<file path="src/rtl/sd_pkg.sv">
package sd_pkg;
  localparam int MARK_W = 4;
  localparam logic [MARK_W-1:0] MARK_IDLE  = 4'b1000;
  localparam logic [MARK_W-1:0] MARK_STAR  = 4'b0110;
  localparam logic [MARK_W-1:0] MARK_DELTA = 4'b0101;
  localparam int BIT_IDLE  = 3;
  localparam int BIT_MAIN  = 2;
  localparam int BIT_STAR  = 1;
  localparam int BIT_DELTA = 0;

  typedef struct packed {
    logic clear;  // restart the delay count
    logic run;    // advance the delay count
  } timerStrobe_t;
endpackage

</file>
<file path="src/rtl/sd_sync.sv">
module sd_sync #(
  parameter int WIDTH = 3,
  parameter logic [WIDTH-1:0] RESET_VAL = '0
) (
  input  logic             clk,
  input  logic             rstN,
  input  logic [WIDTH-1:0] rawIn,
  output logic [WIDTH-1:0] syncOut
);
  logic [WIDTH-1:0] stageA;

  for (genvar i = 0; i < WIDTH; i++) begin : g_bit
    always_ff @(posedge clk or negedge rstN) begin
      if (!rstN) begin
        stageA[i]  <= RESET_VAL[i];
        syncOut[i] <= RESET_VAL[i];
      end else begin
        stageA[i]  <= rawIn[i];
        syncOut[i] <= stageA[i];
      end
    end
  end
endmodule

</file>
<file path="src/rtl/sd_delay_timer.sv">
module sd_delay_timer
  import sd_pkg::*;
#(
  parameter int STAR_DELAY = 1000
) (
  input  logic         clk,
  input  logic         rstN,
  input  timerStrobe_t strobe,
  output logic         delayDone
);
  localparam int CNT_W = $clog2(STAR_DELAY + 1);
  localparam logic [CNT_W-1:0] LAST = CNT_W'(STAR_DELAY - 1);

  logic [CNT_W-1:0] count;

  always_ff @(posedge clk or negedge rstN) begin
    if (!rstN) begin
      count <= '0;
    end else if (strobe.clear) begin
      count <= '0;
    end else if (strobe.run && count != LAST) begin
      count <= count + 1'b1;
    end
  end

  assign delayDone = strobe.run && (count == LAST);

  // Count never passes the final delay cycle
  assert_count_bound_R3: assert property (@(posedge clk) disable iff (!rstN)
    count <= LAST);
  // A clear always lands the counter at zero
  assert_clear_zero_R10: assert property (@(posedge clk) disable iff (!rstN)
    strobe.clear |=> count == '0);
endmodule

</file>
<file path="src/rtl/sd_sequencer.sv">
module sd_sequencer
  import sd_pkg::*;
(
  input  logic              clk,
  input  logic              rstN,
  input  logic              startReq,
  input  logic              haltReq,
  input  logic              delayDone,
  output timerStrobe_t      strobe,
  output logic [MARK_W-1:0] marking
);
  logic [MARK_W-1:0] nextMarking;

  always_comb begin
    nextMarking = marking;
    unique case (marking)
      MARK_IDLE:  if (startReq && !haltReq) nextMarking = MARK_STAR;
      MARK_STAR: begin
        if (haltReq)        nextMarking = MARK_IDLE;
        else if (delayDone) nextMarking = MARK_DELTA;
      end
      MARK_DELTA: if (haltReq) nextMarking = MARK_IDLE;
      default:    nextMarking = MARK_IDLE;
    endcase
  end

  always_ff @(posedge clk or negedge rstN) begin
    if (!rstN) marking <= MARK_IDLE;
    else       marking <= nextMarking;
  end

  always_comb begin
    strobe.clear = (marking == MARK_IDLE) && (nextMarking == MARK_STAR);
    strobe.run   = (marking == MARK_STAR);
  end

  // Star and delta bits never marked together
  assert_star_delta_excl_R8: assert property (@(posedge clk) disable iff (!rstN)
    !(marking[BIT_STAR] && marking[BIT_DELTA]));
  // Delta is entered only from star
  assert_delta_from_star_R3: assert property (@(posedge clk) disable iff (!rstN)
    (marking == MARK_DELTA && $past(marking) != MARK_DELTA) |-> $past(marking) == MARK_STAR);
  // A halt in any active place returns to idle
  assert_halt_to_idle_R5: assert property (@(posedge clk) disable iff (!rstN)
    (marking != MARK_IDLE && haltReq) |=> marking == MARK_IDLE);
  // Halt blocks a start from idle
  assert_halt_blocks_start_R7: assert property (@(posedge clk) disable iff (!rstN)
    (marking == MARK_IDLE && haltReq) |=> marking == MARK_IDLE);
endmodule

</file>
<file path="src/rtl/star_delta_starter.sv">
module star_delta_starter
  import sd_pkg::*;
#(
  parameter int STAR_DELAY = 1000
) (
  input  logic       clk,
  input  logic       rstN,
  input  logic       startNo,
  input  logic       stopNc,
  input  logic       overloadNc,
  output logic       mainCoil,
  output logic       starCoil,
  output logic       deltaCoil,
  output logic       greenLamp,
  output logic       yellowLamp,
  output logic       redLamp,
  output logic [3:0] placeMarking
);
  logic [2:0] syncIn;
  logic       delayDone;
  timerStrobe_t strobe;
  logic [MARK_W-1:0] marking;

  // Reset value 0 on all three: no start, stop and overload asserted
  sd_sync #(.WIDTH(3), .RESET_VAL(3'b000)) i_sync (
    .clk(clk), .rstN(rstN),
    .rawIn({startNo, stopNc, overloadNc}),
    .syncOut(syncIn)
  );

  sd_sequencer i_seq (
    .clk(clk), .rstN(rstN),
    .startReq(syncIn[2]),
    .haltReq(!syncIn[1] || !syncIn[0]),
    .delayDone(delayDone),
    .strobe(strobe),
    .marking(marking)
  );

  sd_delay_timer #(.STAR_DELAY(STAR_DELAY)) i_timer (
    .clk(clk), .rstN(rstN),
    .strobe(strobe),
    .delayDone(delayDone)
  );

  assign placeMarking = marking;
  assign mainCoil     = marking[BIT_MAIN];
  assign starCoil     = marking[BIT_STAR];
  assign deltaCoil    = marking[BIT_DELTA];
  assign greenLamp    = marking[BIT_IDLE];
  assign yellowLamp   = marking[BIT_STAR];
  assign redLamp      = marking[BIT_DELTA];

  // Exactly one lamp lit
  assert_lamp_onehot_R8: assert property (@(posedge clk) disable iff (!rstN)
    $countones({greenLamp, yellowLamp, redLamp}) == 1);
endmodule

</file>
<file path="config.mk">
export PLATFORM = sky130hd
export DESIGN_NAME = star_delta_starter
export DESIGN_NICKNAME = d
export VERILOG_FILES = /design/src/rtl/sd_pkg.sv /design/src/rtl/sd_sync.sv /design/src/rtl/sd_delay_timer.sv /design/src/rtl/sd_sequencer.sv /design/src/rtl/star_delta_starter.sv
export SDC_FILE = /design/constraint.sdc
export NUM_CORES = 1
export LEC_CHECK = 0
export ABC_AREA = 1
export BUFFER_PORTS_ARGS = -buffer_cell sky130_fd_sc_hd__clkbuf_2
export CAP_MARGIN = 5
export CORE_MARGIN = 2
export CORE_UTILIZATION = 49
export DETAILED_ROUTE_END_ITERATION = 10
export GPL_TIMING_DRIVEN = 0
export PLACE_DENSITY = 0.71
export SLEW_MARGIN = 25
export SYNTH_ARGS = -nofsm -noshare
export SYNTH_HDL_FRONTEND = slang
export SYNTH_SLANG_ARGS = --single-unit
</file>
<file path="constraint.sdc">
create_clock -name clk -period 1.2 [get_ports clk]
set_input_delay 0.12 -clock clk [delete_from_list [all_inputs] [get_ports clk]]
set_output_delay 0.12 -clock clk [all_outputs]
set_load 0.05 [all_outputs]
</file>
After elaboration in Yosys (flattened, before gate mapping)
Index checks and enable logic that the tools add are counted.

operators by class
  add/sub/neg operators = 1
  multiplexer cells = 7
  reduce and logical (&&, ||, !) cells = 9
  equal/unequal tests = 6

operators by type and width
  operator                                                                number
  10-bit 2-to-1 mux                                                       2
  4-bit 2-to-1 mux                                                        4
  4-bit by 3-bit equality test with 1-bit output (second input constant)  3
  4-bit case mux with 3 select lines                                      1
  10-bit by 1-bit adder with 10-bit output (second input constant)        1
  10-bit equality test (second input constant)                            1
  10-bit inequality test (second input constant)                          1
  4-bit equality test (second input constant)                             1
  1-bit logical AND                                                       4
  1-bit zero test                                                         3
  2-bit nonzero test                                                      1
  1-bit logical OR                                                        1

word-level totals
  logic and storage cells = 31
  bits in registers = 20
  output and inout bits = 10
  bits of input ports = 5

Depth between registers and ports, before layout
Gate-level depths: netlist of run 1.

  depth in word-level cells = 9
  depth in mapped cells = 9
  mapped depth without buffers = 9

By module
From an unflattened synthesis of run 1, not the netlist that was laid out.

second synthesis, totals
  cells, all modules = 132
  area, all modules = 1059.8 sq um

modules (own cells, without submodules)
  module              cells an instance  instances  sequential area each (sq um)  area an instance (sq um)
  sd_delay_timer      89                 1          250.2                         644.4
  sd_sequencer        30                 1          101.3                         216.5
  sd_sync             6                  1          150.1                         150.1
  star_delta_starter  7                  1          0.0                           48.8

Worst setup path after synthesis of run 1
Ideal clock, no wire load.

  path kind = register -> register
  from = register i_seq.marking[3]
  to = register i_timer.count[4]
  stages on the path, launching flop included = 10
  setup time = 118 ps
  arrival = 1389 ps
  buffers on the path = 0
  required time = 1082 ps
  period minus slack after synthesis = 1507 ps
  path slack = -307 ps
  cells stage by stage = dfstp_2 inv_1 nor2_1 nand2_1 nor2_2 inv_2 nand2_4 inv_6 nand2_1 o21ai_2

on the way
  cells in the longest elaborated chain, start to end = 8

RTL lines
  item                                                     RTL line                                source
  start, declared                                          sd_sequencer.sv:10                      output logic [MARK_W-1:0] marking
  start signal, assigned                                   sd_sequencer.sv:29                      else marking <= nextMarking;
  4-bit by 3-bit equality test with 1-bit output           sd_sequencer.sv:16, sd_sequencer.sv:34
  1-bit logical AND                                        sd_delay_timer.sv:26                    assign delayDone = strobe.run && (count == LAST);
  4-bit 2-to-1 mux                                         sd_sequencer.sv:20                      else if (delayDone) nextMarking = MARK_DELTA;
  4-bit 2-to-1 mux                                         sd_sequencer.sv:19                      if (haltReq) nextMarking = MARK_IDLE;
  4-bit case mux with 3 select lines                       sd_sequencer.sv:16                      unique case (marking)
  4-bit by 3-bit equality test with 1-bit output           sd_sequencer.sv:33                      strobe.clear = (marking == MARK_IDLE) && (nextMarking == MARK_STAR);
  1-bit logical AND                                        sd_sequencer.sv:33
  10-bit 2-to-1 mux or 2-bit nonzero test (tied branches)  n/a
  end signal, assigned                                     sd_delay_timer.sv:22                    count <= count + 1'b1;
  end, declared                                            sd_delay_timer.sv:14                    logic [CNT_W-1:0] count;

Parallel ways exist; a longest one is shown, timed or not.
A chain may end at the register's enable or synchronous reset.

Worst setup path after layout of run 1
Same ends and word-level chain as after synthesis.

==> impl_summary.log, run 1 <==
[metrics] number of library cell types mapped by synthesis: 20
[metrics] number of warnings reported in the yosys synthesis log: 0
[metrics] number of rows created at floorplan: 16
[metrics] detail-routed net length per standard cell: 12.04 um
[metrics] cell accounting for the most synthesized area: sky130_fd_sc_hd__dfrtp_1
[metrics] failing checks: setup timing
[metrics] R2R cell count: 8
[metrics] Worst Setup End Kind: flip-flop
[metrics] Die Outline Area: 2493 um2
[metrics] htree depth: 1
[metrics] Final Max Tran Viols: 0
[metrics] Setup WS pre-CTS: -0.2577 ns
[metrics] count of vias placed by the detailed router: 937
[metrics] total core area: 1982 um2
[metrics] detailed-routing wirelength on met1: 995 um
[metrics] vias in the first global route: 902
[metrics] worst-margin pin slew: 0.5014 ns
[metrics] required time at the endpoint of the critical path: 1.41 ns
[metrics] Cell Pwr Density: 958.7 nW/um2
[metrics] ranking of synthesized cells by area: sky130_fd_sc_hd__dfrtp_1 (46%), sky130_fd_sc_hd__nand2_1 (13%), sky130_fd_sc_hd__nor2_1 (5.4%), sky130_fd_sc_hd__nand3_1 (5.3%), sky130_fd_sc_hd__buf_4 (5.1%)
[metrics] VDD IR max: 0.0008709 V
[metrics] type of the setup path with the least slack: flip-flop to flip-flop
[metrics] area added between synthesis and finish: 40.92%
[metrics] timing-limited maximum frequency: 705.6 MHz
[metrics] CTS tree: built
[metrics] overall die width: 49.93 um
[metrics] worst slew margin relative to its limit: 66.58%
[metrics] number of DRC markers in iteration 0: 21
[metrics] global-route wire length before repair: 3.753 mm
[metrics] cell area after placement: 1145 um2
[metrics] Top-Level Pins: 15
[metrics] final cell count without fillers: 186
[metrics] destination of the worst register-to-register timing path: i_timer.count[4]$_DFFE_PN0P_
[metrics] max capacitance violation total: 0
[metrics] Skew-Pair Late Insertion Delay: 0.30 ns
[metrics] start point of the critical path: i_seq.marking[3]$_DFF_PN1_
[metrics] leakage power: 0.7123 nW
[metrics] RSZ-0062 raised after global routing: true
[metrics] register bit total from synthesis: 20
[metrics] Inserted Clock Buffers: 3
[metrics] count of input and output buffers: 14
[metrics] diodes inserted: 0
[metrics] post-synthesis instance total: 129
[metrics] post-layout worst setup margin: -0.2172 ns
[metrics] Final #Nets: 166
[metrics] antenna violations before repair: 0
[metrics] final routed DRC violation total: 0
[metrics] run status: finished with violations
[metrics] post-synthesis instance area: 1033 um2
[metrics] share of the yosys chip area belonging to registers: 48.55%
[metrics] Cells after DPL: 170
[metrics] Clock Tree Buf Depth: 2
[metrics] final critical-path share of the clock period: 118.1%
[metrics] overflow left after global routing: 0
[metrics] Synthesized Nets: 135
[metrics] Detailed Place HPWL: 1.364 mm
[metrics] Worst Setup Start Kind: flip-flop
[metrics] final standard cell area without fillers: 1456 um2
[metrics] worst min path class: primary input to async pin
[metrics] clock-pin slew on the worst setup and hold paths: 0.11 ns
[metrics] largest net degree at the start of global routing: 21
[metrics] root buffer cell: sky130_fd_sc_hd__clkbuf_4
[metrics] routability cong.: 0.8128
[metrics] number of routed nets with antenna violations: 0
[metrics] Avg Synthesized Cell Area: 8.012 um2
[metrics] worst-case register-to-register setup slack: -0.22 ns
[metrics] data arrival time of the critical path: 1.63 ns
[metrics] uppermost metal layer occupied by signal nets: met4
[metrics] setup violators final: 16
[metrics] routed wl met3: 87 um
[metrics] time the final worst path needs with I/O delays and setup: 1.417 ns
[metrics] crit path to: i_timer.count[4]$_DFFE_PN0P_
[metrics] top-area cell type share of the netlist area: 46.00%
[metrics] crit-path max FO: 8
[metrics] global router's overall resource usage: 19.88%
[metrics] share of cells above drive strength 1: 36.48%
[metrics] met2 WL post-DR: 1.119 mm
[metrics] y dimension of the die: 49.93 um
[metrics] via/cell ratio: 5.038
[metrics] number of clock sinks: 20
[metrics] Layout Skew: 0.001598 ns
[metrics] total length of routed wires: 2.239 mm
[metrics] number of optimization iterations in the first detailed-route pass: 4
[metrics] Critical R2R Launch: i_seq.marking[3]$_DFF_PN1_
[metrics] starting utilization of the core area: 52.15%
[metrics] number of endpoints with negative hold slack in the final report: 0
==> synthesized netlist by cell type <==
master / count
sky130_fd_sc_hd__buf_4: 7
sky130_fd_sc_hd__dfrtp_1: 19
sky130_fd_sc_hd__dfstp_2: 1
sky130_fd_sc_hd__ha_1: 1
sky130_fd_sc_hd__inv_1: 13
sky130_fd_sc_hd__inv_2: 2
sky130_fd_sc_hd__inv_6: 1
sky130_fd_sc_hd__nand2_1: 37
sky130_fd_sc_hd__nand2_2: 1
sky130_fd_sc_hd__nand2_4: 1
sky130_fd_sc_hd__nand3_1: 11
sky130_fd_sc_hd__nand4_1: 7
sky130_fd_sc_hd__nor2_1: 15
sky130_fd_sc_hd__nor2_2: 2
sky130_fd_sc_hd__nor3_2: 1
sky130_fd_sc_hd__o21ai_0: 4
sky130_fd_sc_hd__o21ai_2: 2
sky130_fd_sc_hd__o21bai_1: 2
sky130_fd_sc_hd__or2_2: 1
sky130_fd_sc_hd__xor2_1: 1
==> flip-flops by register name, summed over array words and instances (netlist names) <==
register        count
i_seq.marking       4
i_timer.count      10
i_sync.syncOut      3
i_sync.stageA       3
==> metrics by stage <==
| step | power (mW) | hold WS, ns | setup TNS, ns | util [%] |
|---|---|---|---|---|
| 2_1_floorplan | 0.7771 | -0.1756 | -2.928 | - |
| 4_1_cts | 1.396 | 0.3172 | -1.409 | 68.69 |
| 5_1_grt | 1.443 | 0.3422 | -3.688 | 73.48 |
| 3_3_place_gp | 0.8102 | 0.1019 | -2.495 | 57.77 |
| 6_report | 1.396 | 0.3052 | -2.147 | 73.48 |
| 3_5_place_dp | 0.8127 | 0.1106 | -2.640 | 57.77 |
==> cell type report <==
class                      count  area, um2
sequential                    20      506.7
tap                           27      33.78
buffer                         7      63.81
clock inverter                 1      30.03
clock buffer                   3      22.52
inverter                      16      75.07
fill                         128      525.5
timing repair buffer          26      254.0
multi-input combinational     86      470.5
==> timing repair <==
action	CTS	global route
setup buffers	4	4
pin swaps	3	2
hold endpoints to repair	22	0
hold buffers	4	0
endpoints found under the setup margin	21	20
resized for setup	22	18
==> metal layers <==
layer	GRT usage [%]	vias up
met2	31.56	27
met4	10.19	0
li1	-	464
met5	0	-
met3	3.636	5
met1	25.83	441
==> layout by cell type, fill, tap and decap left out, types with 2 or more instances in the layout <==
master,instances
sky130_fd_sc_hd__buf_8,4
sky130_fd_sc_hd__nand4_1,7
sky130_fd_sc_hd__buf_4,12
sky130_fd_sc_hd__nand2_1,32
sky130_fd_sc_hd__o21bai_1,2
sky130_fd_sc_hd__dfrtp_1,15
sky130_fd_sc_hd__o21ai_2,2
sky130_fd_sc_hd__o21ai_0,4
sky130_fd_sc_hd__nand3_1,10
sky130_fd_sc_hd__clkbuf_2,6
sky130_fd_sc_hd__nand2_2,5
sky130_fd_sc_hd__buf_6,3
sky130_fd_sc_hd__nor2_4,2
sky130_fd_sc_hd__inv_1,12
sky130_fd_sc_hd__dlygate4sd3_1,4
sky130_fd_sc_hd__dfrtp_2,4
sky130_fd_sc_hd__nor2_1,14
sky130_fd_sc_hd__clkbuf_4,3
==> critical path: stages (launching register included) <==
cell and delay (ns):
sky130_fd_sc_hd__dfstp_2 0.56, sky130_fd_sc_hd__inv_2 0.05, sky130_fd_sc_hd__nor2_4 0.07, sky130_fd_sc_hd__nand2_2 0.06
sky130_fd_sc_hd__nor2_4 0.15, sky130_fd_sc_hd__clkinv_4 0.13, sky130_fd_sc_hd__buf_12 0.15, sky130_fd_sc_hd__nand3_1 0.08
sky130_fd_sc_hd__o21ai_2 0.06
==> kinds of logic after synthesis <==
family	share of synthesized area, %
AND/OR/NAND/NOR	32.93
flip-flops	48.55
buffers and inverters	11.38
XOR/XNOR	0.8476
AO/OA/AOI/OAI	5.085
adder cells (fa/ha/maj)	1.210
==> worst min path at each step <==
stage               depth (start not counted)  slack [ns]                      endpoint  startpoint
finish                                      2        0.31  i_timer.count[8]$_DFFE_PN0P_        rstN
global route                                2        0.34    i_seq.marking[2]$_DFF_PN0_        rstN
global placement                            1        0.10    i_seq.marking[0]$_DFF_PN0_        rstN
floorplan                                   0       -0.18    i_seq.marking[0]$_DFF_PN0_        rstN
detailed placement                          1        0.11    i_seq.marking[0]$_DFF_PN0_        rstN
CTS                                         2        0.32  i_timer.count[4]$_DFFE_PN0P_        rstN
==> report_power, final <==
part / switching, mW / internal [mW]
sequential: 0.00858 / 0.690
combinational: 0.0889 / 0.0591
clock: 0.212 / 0.338
total: 0.309 / 1.09
Note: power is estimated with default switching activity, not from simulation.
==> run 2, diff against run 1 <==
--- a/config.mk
+++ b/config.mk
@@ -13,6 +13,7 @@
 export DETAILED_ROUTE_END_ITERATION = 10
 export GPL_TIMING_DRIVEN = 0
 export PLACE_DENSITY = 0.71
+export SKIP_CTS_REPAIR_TIMING = 1
 export SLEW_MARGIN = 25
 export SYNTH_ARGS = -nofsm -noshare
 export SYNTH_HDL_FRONTEND = slang
==> impl_summary.log, run 2 (synthesis results as in run 1) <==
[metrics] count of vias placed by the detailed router: 911 (-2.8%)
[metrics] worst min path class: primary input to async pin
[metrics] area of all sequential standard cells: 506.7 um2 (unchanged)
[metrics] crit-path max FO: 10 (+2)
[metrics] detail-routed net length per standard cell: 11.61 um (-3.5%)
[metrics] VDD IR max: 0.0008716 V (about the same)
[metrics] worst-case register-to-register setup slack: -0.17 ns (+0.04 ns)
[metrics] time the final worst path needs with I/O delays and setup: 1.374 ns (-0.04367 ns)
[metrics] top flop regs: i_timer.count: 10 flops, i_seq.marking: 4 flops
[metrics] commonest non-fill, non-tap cell in the layout: sky130_fd_sc_hd__nand2_1
[metrics] number of rows created at floorplan: 16 (unchanged)
[metrics] leakage power: 0.6690 nW (-6.1%)
[metrics] Clock Tree Buf Depth: 2 (unchanged)
[metrics] number of optimization iterations in the first detailed-route pass: 4 (unchanged)
[metrics] worst slew margin relative to its limit: 67.60% (+1.0 points)
[metrics] post-layout worst setup margin: -0.1735 ns (+0.04367 ns)
[metrics] area added between synthesis and finish: 33.05%
[metrics] global-route wire length before repair: 3.463 mm (-7.7%)
[metrics] data arrival time of the critical path: 1.58 ns (-0.05 ns)
[metrics] CTS tree: built
[metrics] Worst Setup End Kind: flip-flop
[metrics] overall die width: 49.93 um (unchanged)
[metrics] FILL cells: 145 (+13%)
[metrics] Cell Pwr Density: 1003 nW/um2 (+4.6%)
[metrics] vias in the first global route: 844 (-6.4%)
[metrics] number of routed nets with antenna violations: 0 (unchanged)
[metrics] diodes inserted: 0 (unchanged)
[metrics] clock-pin slew on the worst setup and hold paths: 0.12 ns (about the same)
[metrics] largest net degree at the start of global routing: 21 (unchanged)
[metrics] commonest non-fill, non-tap cells in the layout: sky130_fd_sc_hd__nand2_1 (34), sky130_fd_sc_hd__dfrtp_1 (15), sky130_fd_sc_hd__nor2_1 (14)
[metrics] y dimension of the die: 49.93 um (unchanged)
[metrics] number of DRC markers in iteration 0: 15 (-29%)
[metrics] overflow left after global routing: 0 (unchanged)
[metrics] failing checks: setup timing
[metrics] setup violators final: 14 (-2)
[metrics] timing-limited maximum frequency: 728.1 MHz (+3.2%)
[metrics] final routed DRC violation total: 0 (unchanged)
[metrics] Setup WS pre-CTS: -0.2577 ns (unchanged)
[metrics] Die Outline Area: 2493 um2 (unchanged)
[metrics] Critical R2R Launch: i_seq.marking[3]$_DFF_PN1_
[metrics] htree depth: 1 (unchanged)
[metrics] required time at the endpoint of the critical path: 1.40 ns (about the same)
[metrics] area of combinational cells with multiple inputs: 466.7 um2 (-0.80%)
[metrics] root buffer cell: sky130_fd_sc_hd__clkbuf_4
[metrics] Inserted Clock Buffers: 3 (unchanged)
[metrics] number of clock sinks: 20 (unchanged)
[metrics] max capacitance violation total: 0 (unchanged)
[metrics] number of endpoints with negative hold slack in the final report: 0 (unchanged)
[metrics] register with the highest flop count: i_timer.count
[metrics] run status: finished with violations
[metrics] worst-margin pin slew: 0.4861 ns (-0.01529 ns)
[metrics] count of input and output buffers: 14 (unchanged)
[metrics] global router's overall resource usage: 18.40% (-1.5 points)
[metrics] starting utilization of the core area: 52.15% (unchanged)
[metrics] destination of the worst register-to-register timing path: i_timer.count[7]$_DFFE_PN0P_
[metrics] R2R cell count: 9 (+1)
[metrics] final critical-path share of the clock period: 114.5% (-3.6 points)
[metrics] via/cell ratio: 4.978 (-1.2%)
[metrics] total length of routed wires: 2.125 mm (-5.1%)
[metrics] Skew-Pair Late Insertion Delay: 0.30 ns (about the same)
[metrics] total core area: 1982 um2 (unchanged)
[metrics] Top-Level Pins: 15 (unchanged)
[metrics] Final #Nets: 163 (-1.8%)
[metrics] routability cong.: 0.8128 (unchanged)
[metrics] Final Max Tran Viols: 0 (unchanged)
[metrics] antenna violations before repair: 0 (unchanged)
[metrics] share of cells above drive strength 1: 33.97% (-2.5 points)
[metrics] Worst Setup Start Kind: flip-flop
[metrics] Cells after DPL: 170 (unchanged)
[metrics] number of flip-flops in the largest register: 10 (unchanged)
[metrics] RSZ-0062 raised after global routing: true
[metrics] Layout Skew: 0.003993 ns (+0.002395 ns)
[metrics] type of the setup path with the least slack: flip-flop to flip-flop
[metrics] Detailed Place HPWL: 1.364 mm (unchanged)
[metrics] final cell count without fillers: 183 (-1.6%)
==> run 2: cell types whose count changed in the layout (fill, tap and decap cells not counted), moves of 2 or more <==
cell and delta:
sky130_fd_sc_hd__buf_6 +2, sky130_fd_sc_hd__buf_8 -3, sky130_fd_sc_hd__nand2_1 +2, sky130_fd_sc_hd__nand2_2 -2
==> run 2: worst max path at each step <==
stage	startpoint	to	slack [ns]	cells after the start
after floorplan	i_seq.marking[3]$_DFF_PN1_	i_timer.count[4]$_DFFE_PN0P_	-0.28	9
final	i_seq.marking[3]$_DFF_PN1_	i_timer.count[7]$_DFFE_PN0P_	-0.17	9
after global placement	i_timer.count[0]$_DFFE_PN0P_	i_timer.count[4]$_DFFE_PN0P_	-0.24	9
after CTS	i_timer.count[0]$_DFFE_PN0P_	i_timer.count[1]$_DFFE_PN0P_	-0.28	9
after detailed placement	i_timer.count[0]$_DFFE_PN0P_	i_timer.count[1]$_DFFE_PN0P_	-0.26	9
after global routing	i_seq.marking[3]$_DFF_PN1_	i_timer.count[3]$_DFFE_PN0P_	-0.25	9
==> run 2: power by group <==
group	internal, mW	switching [mW]	leakage, nW
sequential	0.690	0.00789	0.255
combinational	0.0463	0.0861	0.386
clock	0.338	0.211	0.0279
total	1.07	0.305	0.669
==> run 2: worst max-delay path: stages, from the launching register on <==
cell                      delay [ns]
sky130_fd_sc_hd__dfstp_2        0.56
sky130_fd_sc_hd__inv_2          0.04
sky130_fd_sc_hd__nor2_1         0.09
sky130_fd_sc_hd__nand2_1        0.10
sky130_fd_sc_hd__nor2_4         0.15
sky130_fd_sc_hd__inv_6          0.08
sky130_fd_sc_hd__nand2_8        0.10
sky130_fd_sc_hd__inv_4          0.06
sky130_fd_sc_hd__nand2_1        0.05
sky130_fd_sc_hd__nand2_1        0.05
==> run 2: final cells by class <==
type	count	share of cell area (%)
multi-input combinational	86	33.94
sequential	20	36.85
timing repair inverter	1	0.4550
buffer	7	3.822
timing repair buffer	22	13.19
clock buffer	3	1.638
inverter	16	5.460
tap	27	2.457
clock inverter	1	2.184
==> run 2: layer usage <==
metal  share of wire, %  vias up  GRT usage, %
met5                  0        -             0
met1                 44      414         24.85
met4               0.56        0         10.19
met3                5.7        2         4.545
met2                 50       32         26.89
li1                   -      463             -
==> run 2: per-stage QoR <==
step / hold slack, ns / setup TNS, ns / util, % / area [um2] / power [mW]
3_3_place_gp: 0.1019 / -2.495 / 57.77 / 1145 / 0.8102
2_1_floorplan: -0.1756 / -2.928 / - / 1041 / 0.7771
6_report: 0.2964 / -1.775 / 69.38 / 1375 / 1.379
4_1_cts: -0.2318 / -3.486 / 60.42 / 1197 / 1.365
3_5_place_dp: 0.1106 / -2.640 / 57.77 / 1145 / 0.8127
5_1_grt: 0.3490 / -3.124 / 69.38 / 1375 / 1.429
==> run 3, diff against run 2 <==
==> constraint.sdc (replaced) <==
create_clock -name clk -period 1.2 [get_ports clk]
set_input_delay 0.06 -clock clk [delete_from_list [all_inputs] [get_ports clk]]
set_output_delay 0.06 -clock clk [all_outputs]
set_load 0.05 [all_outputs]
==> impl_summary.log, run 3 (synthesis results as in run 1) <==
[metrics] Clock power frac: 40.0% (+0.2 points)
[metrics] required time at the endpoint of the critical path: 1.40 ns (about the same)
[metrics] VDD IR max: 0.0008685 V (-0.35%)
[metrics] global router's overall resource usage: 18.40% (unchanged)
[metrics] Cell Pwr Density: 1015 nW/um2 (+1.2%)
[metrics] total power consumption of the routed design: 1.373 mW (-0.45%)
[metrics] commonest non-fill, non-tap cells in the layout: sky130_fd_sc_hd__nand2_1 (34), sky130_fd_sc_hd__dfrtp_1 (15), sky130_fd_sc_hd__nor2_1 (14)
[metrics] CTS tree: built
[metrics] data arrival time of the critical path: 1.58 ns (about the same)
[metrics] final standard cell area without fillers: 1353 um2 (-1.6%)
[metrics] final critical-path share of the clock period: 114.5% (about the same)
[metrics] RSZ-0062 raised after global routing: true
[metrics] Top-Level Pins: 15 (unchanged)
[metrics] detail-routed net length per standard cell: 11.62 um (about the same)
[metrics] R2R cell count: 9 (unchanged)
[metrics] Clock Tree Buf Depth: 2 (unchanged)
[metrics] Die Outline Area: 2493 um2 (unchanged)
[metrics] worst-margin pin slew: 0.4850 ns (-0.001023 ns)
[metrics] vias in the first global route: 844 (unchanged)
[metrics] total length of routed wires: 2.127 mm (about the same)
[metrics] failing checks: setup timing
[metrics] switching power summed over all nets: 303.9 uW (-0.30%)
[metrics] number of endpoints with negative hold slack in the final report: 0 (unchanged)
[metrics] Inserted Clock Buffers: 3 (unchanged)
[metrics] via/cell ratio: 4.967 (-0.22%)
[metrics] global-route wire length before repair: 3.463 mm (unchanged)
[metrics] number of clock sinks: 20 (unchanged)
[metrics] combinational share of power: 9.2% (-0.4 points)
[metrics] share of cells above drive strength 1: 33.97% (unchanged)
[metrics] count of vias placed by the detailed router: 909 (-0.22%)
[metrics] Internal: 1.069 mW (-0.50%)
[metrics] final routed DRC violation total: 0 (unchanged)
[metrics] timing-limited maximum frequency: 728.0 MHz (about the same)
[metrics] overflow left after global routing: 0 (unchanged)
[metrics] sum of negative setup slack: -1.643 ns (+0.1318 ns)
[metrics] run status: finished with violations
[metrics] Layout Skew: 0.003982 ns (-0.00001085 ns)
[metrics] setup violators final: 12 (-2)
[metrics] worst-case register-to-register setup slack: -0.17 ns (about the same)
[metrics] number of rows created at floorplan: 16 (unchanged)
[metrics] area of all sequential standard cells: 506.7 um2 (unchanged)
[metrics] clock-pin slew on the worst setup and hold paths: 0.12 ns (about the same)
[metrics] htree depth: 1 (unchanged)
[metrics] commonest non-fill, non-tap cell in the layout: sky130_fd_sc_hd__nand2_1
[metrics] worst min path class: primary input to async pin
[metrics] root buffer cell: sky130_fd_sc_hd__clkbuf_4
[metrics] number of flip-flops in the largest register: 10 (unchanged)
[metrics] Detailed Place HPWL: 1.364 mm (unchanged)
[metrics] y dimension of the die: 49.93 um (unchanged)
[metrics] starting utilization of the core area: 52.15% (unchanged)
[metrics] Skew-Pair Late Insertion Delay: 0.30 ns (about the same)
[metrics] cell area after placement: 1145 um2 (unchanged)
[metrics] area of combinational cells with multiple inputs: 466.7 um2 (unchanged)
[metrics] Worst Setup Start Kind: flip-flop
[metrics] area added between synthesis and finish: 30.87%
[metrics] top flop regs: i_timer.count: 10 flops, i_seq.marking: 4 flops
[metrics] destination of the worst register-to-register timing path: i_timer.count[7]$_DFFE_PN0P_
[metrics] register with the highest flop count: i_timer.count
[metrics] count of input and output buffers: 14 (unchanged)
[metrics] crit-path max FO: 10 (unchanged)
[metrics] fraction of power spent switching nets: 22.14% (+0.033 points)
[metrics] type of the setup path with the least slack: flip-flop to flip-flop
[metrics] worst slew margin relative to its limit: 67.66% (+0.068 points)
[metrics] Critical R2R Launch: i_seq.marking[3]$_DFF_PN1_
[metrics] FILL cells: 149 (+2.8%)
[metrics] worst hold margin: 0.2386 ns (-0.05776 ns)
[metrics] max capacitance violation total: 0 (unchanged)
[metrics] number of routed nets with antenna violations: 0 (unchanged)
[metrics] post-layout worst setup margin: -0.1736 ns (-0.00008700 ns)
[metrics] number of DRC markers in iteration 0: 16 (+1)
[metrics] Final #Nets: 163 (unchanged)
[metrics] number of optimization iterations in the first detailed-route pass: 4 (unchanged)
[metrics] share of power burned in registers: 50.9% (+0.3 points)
[metrics] diodes inserted: 0 (unchanged)
[metrics] routability cong.: 0.8128 (unchanged)
[metrics] Final Max Tran Viols: 0 (unchanged)
[metrics] largest net degree at the start of global routing: 21 (unchanged)
[metrics] antenna violations before repair: 0 (unchanged)
[metrics] time the final worst path needs with I/O delays and setup: 1.374 ns (+0.00008700 ns)
[metrics] leakage power: 0.6650 nW (-0.60%)
[metrics] overall die width: 49.93 um (unchanged)
[metrics] Worst Setup End Kind: flip-flop
[metrics] total core area: 1982 um2 (unchanged)
[metrics] Setup WS pre-CTS: -0.2577 ns (unchanged)
## run 3: cell types whose count changed in the layout (fill, tap and decap cells not counted), sizes merged
cell	before	now
buf	18	17
clkbuf	10	11
## run 3: layout make-up
type | count | area share [%]
timing repair buffer | 22 | 11.75
inverter | 16 | 5.550
sequential | 20 | 37.47
clock buffer | 3 | 1.665
timing repair inverter | 1 | 0.4625
tap | 27 | 2.498
clock inverter | 1 | 2.220
multi-input combinational | 86 | 34.51
buffer | 7 | 3.885
## run 3: how the worst max path moves through the flow
| stage | from | cells after the start | end | slack (ns) |
|---|---|---|---|---|
| after floorplan | i_seq.marking[3]$_DFF_PN1_ | 9 | i_timer.count[4]$_DFFE_PN0P_ | -0.28 |
| after CTS | i_timer.count[0]$_DFFE_PN0P_ | 9 | i_timer.count[1]$_DFFE_PN0P_ | -0.28 |
| after global placement | i_timer.count[0]$_DFFE_PN0P_ | 9 | i_timer.count[4]$_DFFE_PN0P_ | -0.24 |
| after detailed placement | i_timer.count[0]$_DFFE_PN0P_ | 9 | i_timer.count[1]$_DFFE_PN0P_ | -0.26 |
| after global routing | i_seq.marking[3]$_DFF_PN1_ | 9 | i_timer.count[3]$_DFFE_PN0P_ | -0.25 |
| final | i_seq.marking[3]$_DFF_PN1_ | 9 | i_timer.count[7]$_DFFE_PN0P_ | -0.17 |
## run 3: layer usage
layer	part of all wire, %	track usage (%)
met1	44	24.85
met2	49	26.89
met3	5.8	4.545
met4	0.56	10.19
met5	0	0
## run 3: critical path: stages (launching register included)
cell                      delay (ns)
sky130_fd_sc_hd__dfstp_2        0.56
sky130_fd_sc_hd__inv_2          0.04
sky130_fd_sc_hd__nor2_1         0.09
sky130_fd_sc_hd__nand2_1        0.10
sky130_fd_sc_hd__nor2_4         0.15
sky130_fd_sc_hd__inv_6          0.08
sky130_fd_sc_hd__nand2_8        0.10
sky130_fd_sc_hd__inv_4          0.06
sky130_fd_sc_hd__nand2_1        0.05
sky130_fd_sc_hd__nand2_1        0.05
## run 3: power groups by stage
stage               combinational (mW)  clock [mW]  sequential [mW]
floorplan                       0.0516           0            0.726
global placement                0.0994           0            0.711
detailed placement               0.101           0            0.712
CTS                              0.101       0.565            0.699
global route                     0.136       0.585            0.701
finish                           0.126       0.548            0.698
## run 3: metrics by stage
| stage | std cells | utilization (%) |
|---|---|---|
| after floorplan | 129 | - |
| after global placement | 170 | 57.77 |
| after detailed placement | 170 | 57.77 |
| after CTS | 174 | 60.42 |
| after global routing | 183 | 68.24 |
| final | 183 | 68.24 |
